File: config.mk
export PLATFORM = sky130hd
export DESIGN_NAME = csel_adder32
export DESIGN_NICKNAME = d
export VERILOG_FILES = /design/src/rtl/csel_adder_pkg.sv /design/src/rtl/csel_ripple.sv /design/src/rtl/csel_dual_field.sv /design/src/rtl/csel_pick.sv /design/src/rtl/csel_adder32.sv
export SDC_FILE = /design/constraint.sdc
export NUM_CORES = 1
export LEC_CHECK = 0
export BUFFER_PORTS_ARGS = -buffer_cell sky130_fd_sc_hd__buf_4
export CAP_MARGIN = 25
export CELL_PAD_IN_SITES_DETAIL_PLACEMENT = 0
export CELL_PAD_IN_SITES_GLOBAL_PLACEMENT = 2
export CORE_AREA = 4 4 66 80
export DETAILED_ROUTE_END_ITERATION = 10
export DIE_AREA = 0 0 70 84
export GPL_TIMING_DRIVEN = 1
export PLACE_DENSITY_LB_ADDON = 0.1
export SLEW_MARGIN = 15
export SYNTH_ARGS = -nofsm -noshare
export SYNTH_HDL_FRONTEND = slang
export SYNTH_SLANG_ARGS = --single-unit
export TNS_END_PERCENT = 50
File: constraint.sdc
create_clock -name vclk -period 40.5
set_input_delay 8.1 -clock vclk [all_inputs]
set_output_delay 8.1 -clock vclk [all_outputs]
set_load 0.02 [all_outputs]
File: src/rtl/csel_adder_pkg.sv
package csel_adder_pkg;

  // Width of field k: the two lowest fields share the base width,
  // and each field after that doubles.
  function automatic int field_width(input int k, input int base);
    if (k < 2) return base;
    return base << (k - 1);
  endfunction

  // Position of the lowest bit of field k.
  function automatic int field_lsb(input int k, input int base);
    if (k == 0) return 0;
    return base << (k - 1);
  endfunction

  // Total word width for a given field count.
  function automatic int word_width(input int nfields, input int base);
    return base << (nfields - 1);
  endfunction

endpackage

File: src/rtl/csel_ripple.sv
module csel_ripple #(
  parameter int W = 4
) (
  input  logic [W-1:0] x,
  input  logic [W-1:0] y,
  input  logic         ci,
  output logic [W-1:0] s,
  output logic         co
);

  logic [W:0]   carry;
  logic [W-1:0] gen;
  logic [W-1:0] prop;

  assign carry[0] = ci;

  for (genvar i = 0; i < W; i++) begin : g_bit
    assign gen[i]      = x[i] & y[i];
    assign prop[i]     = x[i] ^ y[i];
    assign s[i]        = prop[i] ^ carry[i];
    assign carry[i+1]  = gen[i] | (prop[i] & carry[i]);
  end

  assign co = carry[W];

endmodule

File: src/rtl/csel_dual_field.sv
module csel_dual_field #(
  parameter int W = 8
) (
  input  logic [W-1:0] x,
  input  logic [W-1:0] y,
  output logic [W-1:0] s_c0,
  output logic         co_c0,
  output logic [W-1:0] s_c1,
  output logic         co_c1
);

  csel_ripple #(.W(W)) u_zero (
    .x (x),
    .y (y),
    .ci(1'b0),
    .s (s_c0),
    .co(co_c0)
  );

  csel_ripple #(.W(W)) u_one (
    .x (x),
    .y (y),
    .ci(1'b1),
    .s (s_c1),
    .co(co_c1)
  );

  logic [W:0] total_c0;
  logic [W:0] total_c1;
  assign total_c0 = {co_c0, s_c0};
  assign total_c1 = {co_c1, s_c1};

  // The carry-one candidate is always one above the carry-zero candidate.
  always_comb begin
    assert_pair_step_R4: assert (total_c1 == total_c0 + (W+1)'(1))
      else $error("R4: candidate pair not one apart");
  end

  // A carry out with carry-in 0 implies a carry out with carry-in 1.
  always_comb begin
    assert_carry_order_R5: assert (!co_c0 || co_c1)
      else $error("R5: carry candidates out of order");
  end

endmodule

File: src/rtl/csel_pick.sv
module csel_pick #(
  parameter int W = 8
) (
  input  logic         sel,
  input  logic [W-1:0] s_c0,
  input  logic         co_c0,
  input  logic [W-1:0] s_c1,
  input  logic         co_c1,
  output logic [W-1:0] s,
  output logic         co
);

  always_comb begin
    if (sel) begin
      s  = s_c1;
      co = co_c1;
    end else begin
      s  = s_c0;
      co = co_c0;
    end
  end

endmodule

File: src/rtl/csel_adder32.sv
module csel_adder32
  import csel_adder_pkg::*;
#(
  parameter int BASE    = 4,
  parameter int NFIELDS = 4
) (
  input  logic [31:0] a,
  input  logic [31:0] b,
  input  logic        cin,
  output logic [31:0] sum,
  output logic        cout
);

  localparam int WORD = word_width(NFIELDS, BASE);

  logic [NFIELDS:0] fcarry;
  logic [WORD-1:0]  opa;
  logic [WORD-1:0]  opb;
  logic [WORD-1:0]  res;

  assign opa       = WORD'(a);
  assign opb       = WORD'(b);
  assign fcarry[0] = cin;

  for (genvar k = 0; k < NFIELDS; k++) begin : g_field
    localparam int FW  = field_width(k, BASE);
    localparam int LSB = field_lsb(k, BASE);

    if (k == 0) begin : g_low
      csel_ripple #(.W(FW)) u_low (
        .x (opa[LSB +: FW]),
        .y (opb[LSB +: FW]),
        .ci(fcarry[0]),
        .s (res[LSB +: FW]),
        .co(fcarry[1])
      );
    end else begin : g_up
      logic [FW-1:0] s0;
      logic [FW-1:0] s1;
      logic          c0;
      logic          c1;

      csel_dual_field #(.W(FW)) u_dual (
        .x    (opa[LSB +: FW]),
        .y    (opb[LSB +: FW]),
        .s_c0 (s0),
        .co_c0(c0),
        .s_c1 (s1),
        .co_c1(c1)
      );

      csel_pick #(.W(FW)) u_pick (
        .sel  (fcarry[k]),
        .s_c0 (s0),
        .co_c0(c0),
        .s_c1 (s1),
        .co_c1(c1),
        .s    (res[LSB +: FW]),
        .co   (fcarry[k+1])
      );
    end
  end

  assign sum  = res[31:0];
  assign cout = fcarry[NFIELDS];

  // Whole result against a behavioural addition.
  always_comb begin
    assert_total_R1: assert ({cout, sum} == {1'b0, a} + {1'b0, b} + 33'(cin))
      else $error("R1: sum mismatch");
  end

  // The low field sees only its own bits and cin.
  always_comb begin
    assert_low_field_R2: assert (sum[3:0] == 4'(a[3:0] + b[3:0] + 4'(cin)))
      else $error("R2: low field mismatch");
  end

endmodule

# Word level (Yosys, flattened, before mapping)
# Index checks and enable logic that the tools add are counted.
# Widths: inputs -> output; s select.
dict set report op_classes {
  muxes 6
  bitwise 232
}
# op count
set op_table {}
lappend op_table {{$and 1x1->1} 86}
lappend op_table {{$xor 1x1->1} 86}
lappend op_table {{$or 1x1->1} 57}
lappend op_table {{$mux 16} 1}
lappend op_table {{$mux 8} 1}
lappend op_table {{$mux 4} 1}
lappend op_table {{$mux 1} 3}
lappend op_table {{$not 1->1} 3}
dict set report totals {
  reg_bits 0
  input_bits 65
  output_inout_bits 33
  word_cells 238
}

# Depth between registers and ports, before layout
dict set report logic_depth {
  ltp_word 33
  mapped_depth 37
  depth_no_buf 37
}

# Modules after synthesis
# From an unflattened synthesis, not the netlist that was laid out.
dict set report hier_totals {
  hier_cells 170
  hier_area_um2 1949.4
}
# mod instances cells_per_inst area_each_um2
set modules_own_cells {}
lappend modules_own_cells {{csel_ripple at g_field[3].g_up.u_dual.u_one ...} 2 26 357.8}
lappend modules_own_cells {{csel_ripple at g_field[2].g_up.u_dual.u_one ...} 2 18 197.7}
lappend modules_own_cells {{csel_ripple at g_field[0].g_low.u_low ...} 3 14 117.6}
lappend modules_own_cells {{csel_pick at g_field[3].g_up.u_pick} 1 19 260.2}
lappend modules_own_cells {{csel_pick at g_field[2].g_up.u_pick} 1 10 146.4}
lappend modules_own_cells {{csel_pick at g_field[1].g_up.u_pick} 1 5 56.3}
lappend modules_own_cells {csel_dual_field 3 2 7.5}

# Worst setup path before layout
# OpenSTA, ideal clock, no wires.
dict set report synth_timing {
  path_kind {input to output}
  from {input a[0]}
  to {output sum[31]}
  arrival_time_ns 19.715
  t_required_ns 32.400
  setup_slack_ns 12.685
  path_stages 37
  cell_sequence {inv_1 > fa_1 > inv_1 > fa_1 > fa_1 > fa_1 > nor2_1 > a21oi_1 > fa_1 > fa_1 > fa_1 > mux2i_1 > fa_1 > fa_1 > fa_1 > fa_1 > fa_1 > fa_1 > fa_1 > mux2i_1 > fa_1 > fa_1 > fa_1 > fa_1 > fa_1 > fa_1 > fa_1 > fa_1 > fa_1 > fa_1 > fa_1 > fa_1 > fa_1 > fa_1 > inv_1 > fa_1 > inv_1}
}
dict set report synth_via {
  elab_chain_len 12
}
# element line_no
set synth_rtl {}
lappend synth_rtl {{start, declared} csel_adder32.sv:7} ;# input logic [31:0] a,
lappend synth_rtl {{$xor 1x1->1} csel_ripple.sv:19} ;# assign prop[i] = x[i] ^ y[i];
lappend synth_rtl {{$and 1x1->1} csel_ripple.sv:21} ;# assign carry[i+1] = gen[i] | (prop[i] & carry[i]);
lappend synth_rtl {{$or 1x1->1 *} csel_ripple.sv:21}
lappend synth_rtl {{$and 1x1->1 *} csel_ripple.sv:21}
lappend synth_rtl {{$or 1x1->1 *} csel_ripple.sv:21}
lappend synth_rtl {{$and 1x1->1 *} csel_ripple.sv:21}
lappend synth_rtl {{$or 1x1->1 *} csel_ripple.sv:21}
lappend synth_rtl {{$and 1x1->1 *} csel_ripple.sv:21}
lappend synth_rtl {{$or 1x1->1 *} csel_ripple.sv:21}
lappend synth_rtl {{$mux 1 * (2 in a row)} csel_pick.sv:14} ;# if (sel) begin
lappend synth_rtl {{$mux 16 *} csel_pick.sv:14}
lappend synth_rtl {{end, declared} csel_adder32.sv:10} ;# output logic [31:0] sum,
# Every way passes the cells marked *; elsewhere a longest branch is shown, timed or not.

# Worst setup path in the final report
# Ends and elaborated chain as after synthesis.

==> impl_metrics.toml <==
[die]
io_pins = 98
rows = 27
start_util_pct = 17.2
die_y_microns = 84
core_area_sq_mm = 0.00453
die_area_sq_mm = 0.00588
die_x_microns = 70

[clocking]
ctsHoldBuffers = 0
cts_resized = 0
cts_setup_buffers = 0

[synthesis]
synth_fa_ha_area_share_pct = 84.2
synth_top_area_share_pct = 74.6
yosys.area_share.simple_pct = 0.482
synth_cell_types = 7
yosys-top-cells-area = "fa_1 75%, ha_1 9.6%, inv_1 8.7%"
ys_top_cells_by_count = "29 x fa_1, 18 x inv_1, 6 x ha_1, 3 x xor2_1, 2 x mux2i_1"
ys_warn_count = 0
synth_top_area_cell = "fa_1"
post-synth-top-count-cell = "fa_1"
synth_top_family_by_area = "adder cells"
syn_nets = 160
yosysSeqAreaShare_pct = 0
syn_inst = 60
avgSynthCellArea_sq_um = 13.0
muxShareOfSynthArea_pct = 2.57
synthXorXnorAreaFrac_pct = 3.38
syn_area_sq_um = 778
synth_compound_area_share_pct = 0.643

[layout]
stdcell_count = 216
final_nets = 260
area_delta_synth_final_pct = 104
antenna_cells = 0
ff_latch_area_sq_um = 0
drive_gt1_share_pct = 62.0
seq_cells = 0
fill_cells = 499
clkbuf_count = 0

[worst_setup_path]
crit_fanout = 3
crit_slowest_cell = "fa_1"
crit_family = "adder cells"
arrival_ns = 20.29
slowest_delay_ns = 0.43
path_class = "input pin to output pin"
worst_path_most_repeated_cell = "fa_1"
cp-start-kind = "input pin"
end_kind = "output pin"
cp.required_ns = 32.40
cp_num_buf_inv = 6

[sta]
max_freq_mhz = 35.2
period_share_pct = 70.1
drv_slew = 0
setup_violations = 0
final.setup.tns_ns = 0
grt_setup_unrepaired = "no"
worst_slack_ns = 12.11
hold_viol = 0
slew_headroom_pct = 87.0
whs_ns = 16.56
period_needed_ns = 28.39
worst_pin_slew_ns = 0.189

[routing]
wire_per_inst_microns = 10.5
final_antenna_net_count = 0
vias = 754
firstDrtPassIters = 2
remaining_drc_errors = 0
drt-initial-drc-count = 2
drt-total-wl_microns = 2260
viasPerCell = 3.49

[placement]
port_buffers = 98
dp_slack_ns = 12.00
place.gp.congestion = 0.670
hpwl_microns = 2330
dp_cells = 216

[global_route]
grt_util_all_layers_pct = 7.27
grt_pass1_vias = 884
grt_overflow = 0
grt_pass1_wl_microns = 3680
grt_max_degree = 4
antenna_found_initial = 0

[power_and_ir_drop]
leakage_uw = 0.000848
ir_drop_mv = 0.00673
power.density_mw_per_mm2 = 20.9

[min_path]
holdCritPathClass = "input pin to output pin"

[flow_run]
drv_cap = 0

[outcome]
status = "complete, no violations"
==> routing by layer <==
metal,part of all wire (%),global-route usage [%],up-vias
met5,0,0,-
met4,0,0,0
met3,14,2.89,0
met2,53,13.5,50
met1,32,8.28,340
li1,-,-,364
==> cells by family (layout without fill, tap and decap cells) <==
kind of cell / after synthesis / after routing
fa+ha+maj: 35 / 35
buf+inv: 18 / 116
xor+xnor: 3 / 3
mux: 2 / 2
compound gates: 1 / 1
simple gates: 1 / 1
==> layout by cell type, fill, tap and decap left out <==
| cell type | instances |
|---|---|
| fa_1 | 29 |
| a21oi_1 | 1 |
| mux2i_1 | 2 |
| nor2_1 | 1 |
| ha_1 | 6 |
| inv_1 | 18 |
| buf_4 | 98 |
| xor2_1 | 3 |
==> power breakdown <==
| part | switching [uW] | leakage (uW) | internal [uW] |
|---|---|---|---|
| Sequential | 0 | 0 | 0 |
| Clock | 0 | 0 | 0 |
| Combinational | 17.0 | 0.000848 | 16.1 |
==> worst paths after layout <==
check  startpoint  endpoint  slack [ns]  cells after the start
max          a[0]   sum[31]       12.11                     39
min         b[19]   sum[19]       16.56                      3
==> through the flow <==
step | power (uW) | area [sq um] | utilization, %
2_1_floorplan | 19.1 | 778 | -
4_1_cts | 34.1 | 1590 | 35.0
5_1_grt | 36.4 | 1590 | 35.0
3_3_place_gp | 33.7 | 1590 | 35.0
6_report | 33.2 | 1590 | 35.0
3_5_place_dp | 34.0 | 1590 | 35.0
==> area by class of cell <==
cell class                 count  area [sq um]  share of cell area (%)
tap                           58          72.6                    4.57
inverter                      18          67.6                    4.26
timing repair buffer          98           736                    46.4
multi-input combinational     42           711                    44.8
Note: power is estimated with default switching activity, not from simulation.
